===== config.mk =====
export PLATFORM = sky130hd
export DESIGN_NAME = arrport
export DESIGN_NICKNAME = d
export VERILOG_FILES = /design/src/rtl/arrport_pkg.sv /design/src/rtl/arrport_ctrl.sv /design/src/rtl/arrport_dp.sv /design/src/rtl/arrport.sv
export SDC_FILE = /design/constraint.sdc
export NUM_CORES = 2
export LEC_CHECK = 0
export BUFFER_PORTS_ARGS = -buffer_cell sky130_fd_sc_hd__buf_4
export CAP_MARGIN = 30
export CORE_UTILIZATION = 55
export DETAILED_ROUTE_END_ITERATION = 7
export PLACE_DENSITY = 0.82
export RECOVER_POWER = 50
export REMOVE_ABC_BUFFERS = 1
export SYNTH_ARGS = -nofsm -noshare
export SYNTH_HDL_FRONTEND = slang
export SYNTH_HIERARCHICAL = 1
export SYNTH_SLANG_ARGS = --single-unit
export TNS_END_PERCENT = 30

===== constraint.sdc =====
create_clock -name clk -period 5.55 [get_ports clk]
set_input_delay 0.555 -clock clk [delete_from_list [all_inputs] [get_ports clk]]
set_output_delay 0.555 -clock clk [all_outputs]
set_load 0.02 [all_outputs]

===== src/rtl/arrport_pkg.sv =====
package arrport_pkg;

  localparam int WORD_W  = 64;
  localparam int CHECK_W = 8;

  typedef enum logic [1:0] {
    SLOT_CTRL = 2'd0,
    SLOT_DATA = 2'd1,
    SLOT_CHK  = 2'd2,
    SLOT_NONE = 2'd3
  } slot_e;

  // Strobes from control to datapath
  typedef struct packed {
    logic  holdLoad;
    logic  commit;
    logic  useGen;
    logic  rdEn;
    slot_e rdSel;
  } dp_cmd_t;

  function automatic logic [CHECK_W-1:0] byteParity(input logic [WORD_W-1:0] w);
    logic [CHECK_W-1:0] p;
    for (int i = 0; i < CHECK_W; i++) p[i] = ^w[8*i +: 8];
    return p;
  endfunction

endpackage


===== src/rtl/arrport_ctrl.sv =====
module arrport_ctrl import arrport_pkg::*; #(
  parameter int AW       = 4,
  parameter int WRAP0    = 16,
  parameter int WRAP1    = 10,
  parameter int ADDR_LSB = 16
) (
  input  logic              clk,
  input  logic              rstN,
  input  logic              regEn,
  input  logic              regWe,
  input  logic [1:0]        regAddr,
  input  logic [2:0]        flagIn,
  input  logic [AW-1:0]     addrIn,
  output dp_cmd_t           cmd,
  output logic [AW-1:0]     ptr,
  output logic              autoInc,
  output logic              eccGen,
  output logic              bankSel,
  output logic [WORD_W-1:0] ctrlView
);

  localparam logic [AW-1:0] LAST0 = AW'(WRAP0 - 1);
  localparam logic [AW-1:0] LAST1 = AW'(WRAP1 - 1);

  slot_e         sel;
  logic          ctrlWr;
  logic          chkAccess;
  logic [AW-1:0] lastEntry;
  logic [AW-1:0] loadPtr;

  assign sel       = slot_e'(regAddr);
  assign ctrlWr    = regEn && regWe && (sel == SLOT_CTRL);
  assign chkAccess = regEn && (sel == SLOT_CHK);
  assign lastEntry = bankSel ? LAST1 : LAST0;

  always_comb begin
    if (int'(addrIn) >= (flagIn[2] ? WRAP1 : WRAP0)) loadPtr = '0;
    else                                             loadPtr = addrIn;
  end

  always_ff @(posedge clk) begin
    if (!rstN) begin
      autoInc <= 1'b0;
      eccGen  <= 1'b0;
      bankSel <= 1'b0;
      ptr     <= '0;
    end else if (ctrlWr) begin
      autoInc <= flagIn[0];
      eccGen  <= flagIn[1];
      bankSel <= flagIn[2];
      ptr     <= loadPtr;
    end else if (chkAccess && autoInc) begin
      if (ptr == lastEntry) ptr <= '0;
      else                  ptr <= ptr + AW'(1);
    end
  end

  always_comb begin
    cmd.holdLoad = regEn && regWe && (sel == SLOT_DATA);
    cmd.commit   = regEn && regWe && (sel == SLOT_CHK);
    cmd.useGen   = eccGen;
    cmd.rdEn     = regEn && !regWe;
    cmd.rdSel    = sel;
  end

  always_comb begin
    ctrlView                  = '0;
    ctrlView[0]               = autoInc;
    ctrlView[1]               = eccGen;
    ctrlView[2]               = bankSel;
    ctrlView[ADDR_LSB +: AW]  = ptr;
  end

endmodule


===== src/rtl/arrport_dp.sv =====
module arrport_dp import arrport_pkg::*; #(
  parameter int AW        = 4,
  parameter int DEPTH     = 16,
  parameter int NUM_BANKS = 2
) (
  input  logic              clk,
  input  logic              rstN,
  input  dp_cmd_t           cmd,
  input  logic [AW-1:0]     ptr,
  input  logic              bankSel,
  input  logic [WORD_W-1:0] regWdata,
  input  logic [WORD_W-1:0] ctrlView,
  output logic [WORD_W-1:0] regRdata
);

  logic [WORD_W-1:0]  hold;
  logic [CHECK_W-1:0] chkIn;
  logic [WORD_W-1:0]  bankWord [NUM_BANKS];
  logic [CHECK_W-1:0] bankChk  [NUM_BANKS];

  assign chkIn = cmd.useGen ? byteParity(hold) : regWdata[CHECK_W-1:0];

  always_ff @(posedge clk) begin
    if (!rstN)             hold <= '0;
    else if (cmd.holdLoad) hold <= regWdata;
  end

  for (genvar b = 0; b < NUM_BANKS; b++) begin : g_bank
    logic [WORD_W-1:0]  memD [DEPTH];
    logic [CHECK_W-1:0] memE [DEPTH];

    always_ff @(posedge clk) begin
      if (!rstN) begin
        for (int i = 0; i < DEPTH; i++) begin
          memD[i] <= '0;
          memE[i] <= '0;
        end
      end else if (cmd.commit && (int'(bankSel) == b)) begin
        memD[ptr] <= hold;
        memE[ptr] <= chkIn;
      end
    end

    assign bankWord[b] = memD[ptr];
    assign bankChk[b]  = memE[ptr];
  end

  always_ff @(posedge clk) begin
    if (!rstN) begin
      regRdata <= '0;
    end else if (cmd.rdEn) begin
      case (cmd.rdSel)
        SLOT_CTRL: regRdata <= ctrlView;
        SLOT_DATA: regRdata <= bankWord[bankSel];
        SLOT_CHK:  regRdata <= {{(WORD_W-CHECK_W){1'b0}}, bankChk[bankSel]};
        default:   regRdata <= '0;
      endcase
    end
  end

endmodule


===== src/rtl/arrport.sv =====
module arrport import arrport_pkg::*; #(
  parameter int DEPTH    = 16,
  parameter int WRAP0    = 16,
  parameter int WRAP1    = 10,
  parameter int ADDR_LSB = 16
) (
  input  logic        clk,
  input  logic        rstN,
  input  logic        regEn,
  input  logic        regWe,
  input  logic [1:0]  regAddr,
  input  logic [63:0] regWdata,
  output logic [63:0] regRdata
);

  localparam int AW = $clog2(DEPTH);

  dp_cmd_t           cmd;
  logic [AW-1:0]     ptr;
  logic              autoInc;
  logic              eccGen;
  logic              bankSel;
  logic [WORD_W-1:0] ctrlView;

  arrport_ctrl #(
    .AW(AW), .WRAP0(WRAP0), .WRAP1(WRAP1), .ADDR_LSB(ADDR_LSB)
  ) u_ctrl (
    .clk(clk), .rstN(rstN), .regEn(regEn), .regWe(regWe), .regAddr(regAddr),
    .flagIn(regWdata[2:0]), .addrIn(regWdata[ADDR_LSB +: AW]),
    .cmd(cmd), .ptr(ptr), .autoInc(autoInc), .eccGen(eccGen),
    .bankSel(bankSel), .ctrlView(ctrlView)
  );

  arrport_dp #(
    .AW(AW), .DEPTH(DEPTH), .NUM_BANKS(2)
  ) u_dp (
    .clk(clk), .rstN(rstN), .cmd(cmd), .ptr(ptr), .bankSel(bankSel),
    .regWdata(regWdata), .ctrlView(ctrlView), .regRdata(regRdata)
  );

endmodule


Word level (Yosys, flattened, before mapping)

Memories as Yosys holds them, arrays and structs flattened. A register that Yosys moved wholly into a read port is not among the register bits.
Cells that the tools add are included.

Add/subtract/negate cells: 1
Magnitude comparators: 2
Eq/ne operators: 3
Multiplexer cells: 41
Bitwise gates (word level): 2
Reduce and logical (&&, ||, !) cells: 24

Operator list:

| kind                  | number |
|---|---|
| $mux W64              | 5 |
| $pmux W64 S3          | 1 |
| $reduce_or A64 Y1     | 2 |
| $mux W4               | 16 |
| $reduce_xor A8 Y1     | 8 |
| $mux W8               | 6 |
| $ge A5 B32 Y1         | 1 |
| $reduce_or A8 Y1      | 2 |
| $mux W1               | 11 |
| $logic_and A1 B1 Y1   | 9 |
| $mux W5               | 1 |
| $add A4 B1 Y4 const B | 1 |
| $eq A4 B4 Y1          | 1 |
| $mux W3               | 1 |
| $eq A2 B1 Y1 const B  | 1 |
| $eq A2 B2 Y1 const B  | 1 |
| $ge A2 B2 Y1 const B  | 1 |
| $logic_not A2 Y1      | 1 |
| $not A1 Y2            | 1 |
| $reduce_bool A2 Y1    | 1 |
| $logic_not A1 Y1      | 1 |
| $not A1 Y1            | 1 |

Bits in registers: 135
RAM bits: 2304
Input bits: 70
Word-level logic and storage cells: 83
Memories: 4

Memory list:

| name                | words | width | read ports | clocked after Yosys merged registers in | wr ports | RTL line         | RTL |
|---|---|---|---|---|---|---|---|
| u_dp.g_bank[0].memD | 16    | 64    | 1          | 1                                       | 16       | arrport_dp.sv:29 | `logic [WORD_W-1:0] memD [DEPTH];` |
| u_dp.g_bank[1].memD | 16    | 64    | 1          | 1                                       | 16       | arrport_dp.sv:29 |  |
| u_dp.g_bank[0].memE | 16    | 8     | 1          | 1                                       | 16       | arrport_dp.sv:30 | `logic [CHECK_W-1:0] memE [DEPTH];` |
| u_dp.g_bank[1].memE | 16    | 8     | 1          | 1                                       | 16       | arrport_dp.sv:30 |  |

Logic depth before layout (Yosys ltp)

Depth in word-level cells: 8
Gate-level depth with buffers: 12
Gate-level depth less buffers: 7

Modules after synthesis

The synthesis kept the hierarchy.

By module, submodules not included:

| module       | instances | cells each | area each (µm²) |
|---|---|---|---|
| arrport_dp   | 1         | 7035       | 109297.3 |
| arrport_ctrl | 1         | 124        | 1007.2 |

Worst setup path before layout

OpenSTA, ideal clock, no wires.

Path type: input to register
Start: input regEn
End: memory u_dp.g_bank[0].memD[9][0] (enable)
Arrival: 3.547 ns
Data required time: 5.118 ns
Slack: 1.571 ns
Cell stages on the path: 8
Path buffers: 2
Cell sequence: nand2_1 -> nor3b_1 -> nand3b_1 -> nor3b_2 -> buf_2 -> buf_2 -> nand2_1 -> nand2_1

RTL lines:

| element            | RTL line         | RTL |
|---|---|---|
| start: declaration | arrport.sv:9     | `input logic regEn,` |
| end: declaration   | arrport_dp.sv:29 |  |

==> results.md <==
* WS Path Type: flip-flop to flip-flop
* Hold WC Path Type: primary input to flip-flop
* Max-slew violation count at approximately 2.3k
* Tot Pwr at just under 40 mW
* 1st-pass router iterations at 8
* TritonCTS clock tree: built
* Max-slew headroom at -121%
* Main flop type after synthesis: edfxtp_1
* Vias in the first global route at just under 70k
* Final Skew at just under 0.05 ns
* Reg2reg start: u_ctrl/ptr[1]$_SDFFE_PN0P_
* Post-route clock period utilization at between 80% and 90%
* Run status: finished, violations left
* Routability congestion estimate at 0.876
* First-pass GRT wire length at 462000 µm
* Share of cells above drive strength 1 at roughly 18%
* Via count at just under 70k
* Final-report setup violation count at 0
* Count leader, synth: edfxtp_1
* Cells after synthesis at between 7k and 8k
* Logic pwr share at under 10%
* Req. time, crit path at 6.10 ns
* Total CTS buffers at between 200 and 250
* Clock-pin transition on the worst setup and hold timing paths at around 0.060 ns
* PD cells at ~330 nW/µm²
* Largest net degree at the start of global routing at 263
* Full die area at about 200000 µm²
* Placed Instances at roughly 9k
* CP Launch Point: u_ctrl/ptr[1]$_SDFFE_PN0P_
* I/O pin count at ~130
* Maxcap violations at 35
* FP Rows at around 160
* GRT Residual Overflow at 0
* Chip Width at approximately 450 µm
* DRC Markers at 0
* Net Switching at 8.94 mW
* Distinct cell type count after synthesis at 66
* Placeable Area at roughly 200000 µm²
* Total Routed Length at around 320000 µm
* Power share of the clock group at 40.5%
* Area leader, netlist: edfxtp_1
* Switching share of total power at between 20% and 30%
* Post-synth EDFFs at about 2.3k
* Crit end category: flip-flop
* Finished Layout Cells at between 9k and 10k
* Peak Freq at roughly 210 MHz
* VDD IR max at 0.321 mV
* FILL cells at 13.6k
* Synth top cells by count: edfxtp_1, and3_1, clkbuf_1
* ANT nets after route at 0
* Post-synthesis async set-or-reset flop share at 0%
* Final hold violation count at 0
* Min Tclk post-route at approximately 4.9 ns
* RSZ-0062 raised after global routing: false
* Sequential area share after synthesis at between 60% and 70%
* Final hold slack at between 0.02 and 0.025 ns
* Setup TNS at 0 ns
* Starting Density at 55.3%
* Num Clock Sinks at about 2.4k
* Part of the power in registers at a little over half
* Synthesized area per cell at ~15 µm²
* GRT Total Usage at 31.1%
* Cts repair resizes at 0
* HPWL after DPL at 167000 µm
* Failing checks: capacitance limit, slew limit
* CTS Buffer Depth at 3
* Yosys reg bits at around 2.4k
* Via density at between 7 and 8
* Initial antenna violation count at 10
* Cell Area, Synth at roughly 110000 µm²
* WL/cell at between 30 and 40 µm
* Lkg Pwr at 48.6 nW
* Skew-Pair Late Insertion Delay at ~0.90 ns
* Nets at around 7.0k
* Root buf cell: clkbuf_16
* Min-delay src: regWdata[2]
* Cell-internal power at about 30 mW
* Maximum fanout along the worst path at 45
* Yosys warns at 6
* Worst slew pin tran at 3.31 ns
* H-tree depth at 4
* Largest cells by area after synthesis: edfxtp_1, mux4_2, and3_1
* Final worst setup slack at 0.697 ns
* Top cell type's share of synthesized area at between 60% and 70%
* Pre-CTS setup slack at 1.15 ns
* I/O Buffers at 133
* Critical Path AT at approximately 5.4 ns
* Area Growth Syn to Fin at 9.72%
* DIE HEIGHT at about 450 µm
* Starting DRC count in detailed routing at around 13k
* Worst Setup Start Kind: flip-flop
[flip-flops by register name (all words and copies together) (netlist names)]
signal            count
u_dp/g_bank.memD   2048
u_dp/g_bank.memE    256
u_dp/hold            64
u_dp/regRdata        64
u_ctrl/ptr            4
u_ctrl/autoInc        1
u_ctrl/bankSel        1
u_ctrl/eccGen         1
[placed cells by master (no fill, tap or decap), types with 8 or more instances in the layout]
master,count
dlygate4sd3_1,55
clkbuf_2,11
clkbuf_1,137
buf_16,11
clkinv_1,36
clkbuf_8,25
conb_1,57
buf_12,47
and3_1,2049
a22o_1,9
o21ai_0,18
a221oi_1,10
nor2b_1,72
nand2_1,136
o22ai_1,14
o21ai_1,9
mux2i_1,172
nor2_1,296
dfxtp_1,132
edfxtp_1,2304
nand2_4,19
bufinv_16,19
xnor2_1,56
clkinv_2,44
mux2_2,8
buf_4,198
nor3_1,10
a22oi_1,113
mux4_2,647
a211oi_1,8
a21oi_1,14
clkbuf_16,237
[layer usage]
layer	GRT usage [%]	part of all wire, %
met4	16.2	6.0
met2	48.6	47
met1	40.8	33
met3	7.12	15
met5	0	0.0097
[metrics by stage]
stage               util, %  cell area, µm²
floorplan                 -          106000
global placement       56.7          113000
detailed placement     56.9          113000
CTS                    61.0          122000
global route           60.7          121000
finish                 60.7          121000
[final cells by class]
type | count | area (µm²) | area share (%)
multi-input combinational | 3807 | 34400 | 28.4
antenna | 5 | 12.5 | 0.0103
timing repair buffer | 409 | 3710 | 3.06
clock inverter | 116 | 1180 | 0.972
inverter | 3 | 11.3 | 0.00930
tap | 2656 | 3320 | 2.75
clock buffer | 321 | 6500 | 5.37
sequential | 2439 | 71900 | 59.4
[kinds of logic after synthesis]
| group | synth area share [%] |
|---|---|
| flops | 65.2 |
| mux | 14.9 |
| other cells | 0.00340 |
| simple gates | 13.9 |
| fa+ha+maj | 0.0454 |
| buf+inv | 3.97 |
| compound gates | 1.57 |
| xor+xnor | 0.445 |
[worst max-delay path, stage by stage, from the launching register on]
cell and delay (ns):
dfxtp_4 0.81, buf_4 0.76, nor2_1 0.19, buf_12 0.24, nand2_1 0.30, nand2_1 1.27, buf_4 0.78
[power by group through the flow]
stage               registers, mW  logic (mW)  clock network [mW]
finish                       20.9        2.61                16.0
global route                 20.9        2.65                16.7
CTS                          20.9        2.56                16.0
detailed placement           21.3        2.51                   0
global placement             21.2        2.44                   0
floorplan                    21.4        1.74                   0
[worst paths after layout]
path | end | slack (ns) | cells past startpoint
min reg2reg | u_dp/regRdata[23]$_SDFFE_PN0P_ | 0.48 | 2
min | u_dp/hold[2]$_SDFFE_PN0P_ | 0.02 | 3
max reg2reg | u_dp/g_bank[0].memD[8][22]$_SDFFCE_PN0P_ | 0.70 | 6
max | u_dp/g_bank[0].memD[8][22]$_SDFFCE_PN0P_ | 0.70 | 6
[repair_timing]
item                                   4_1_cts  5_1_grt
endpoints found under the hold margin       55        0
setup buffers                                0        0
hold buffers                                55        0
No activity file was read; power rests on OpenSTA's default activity.
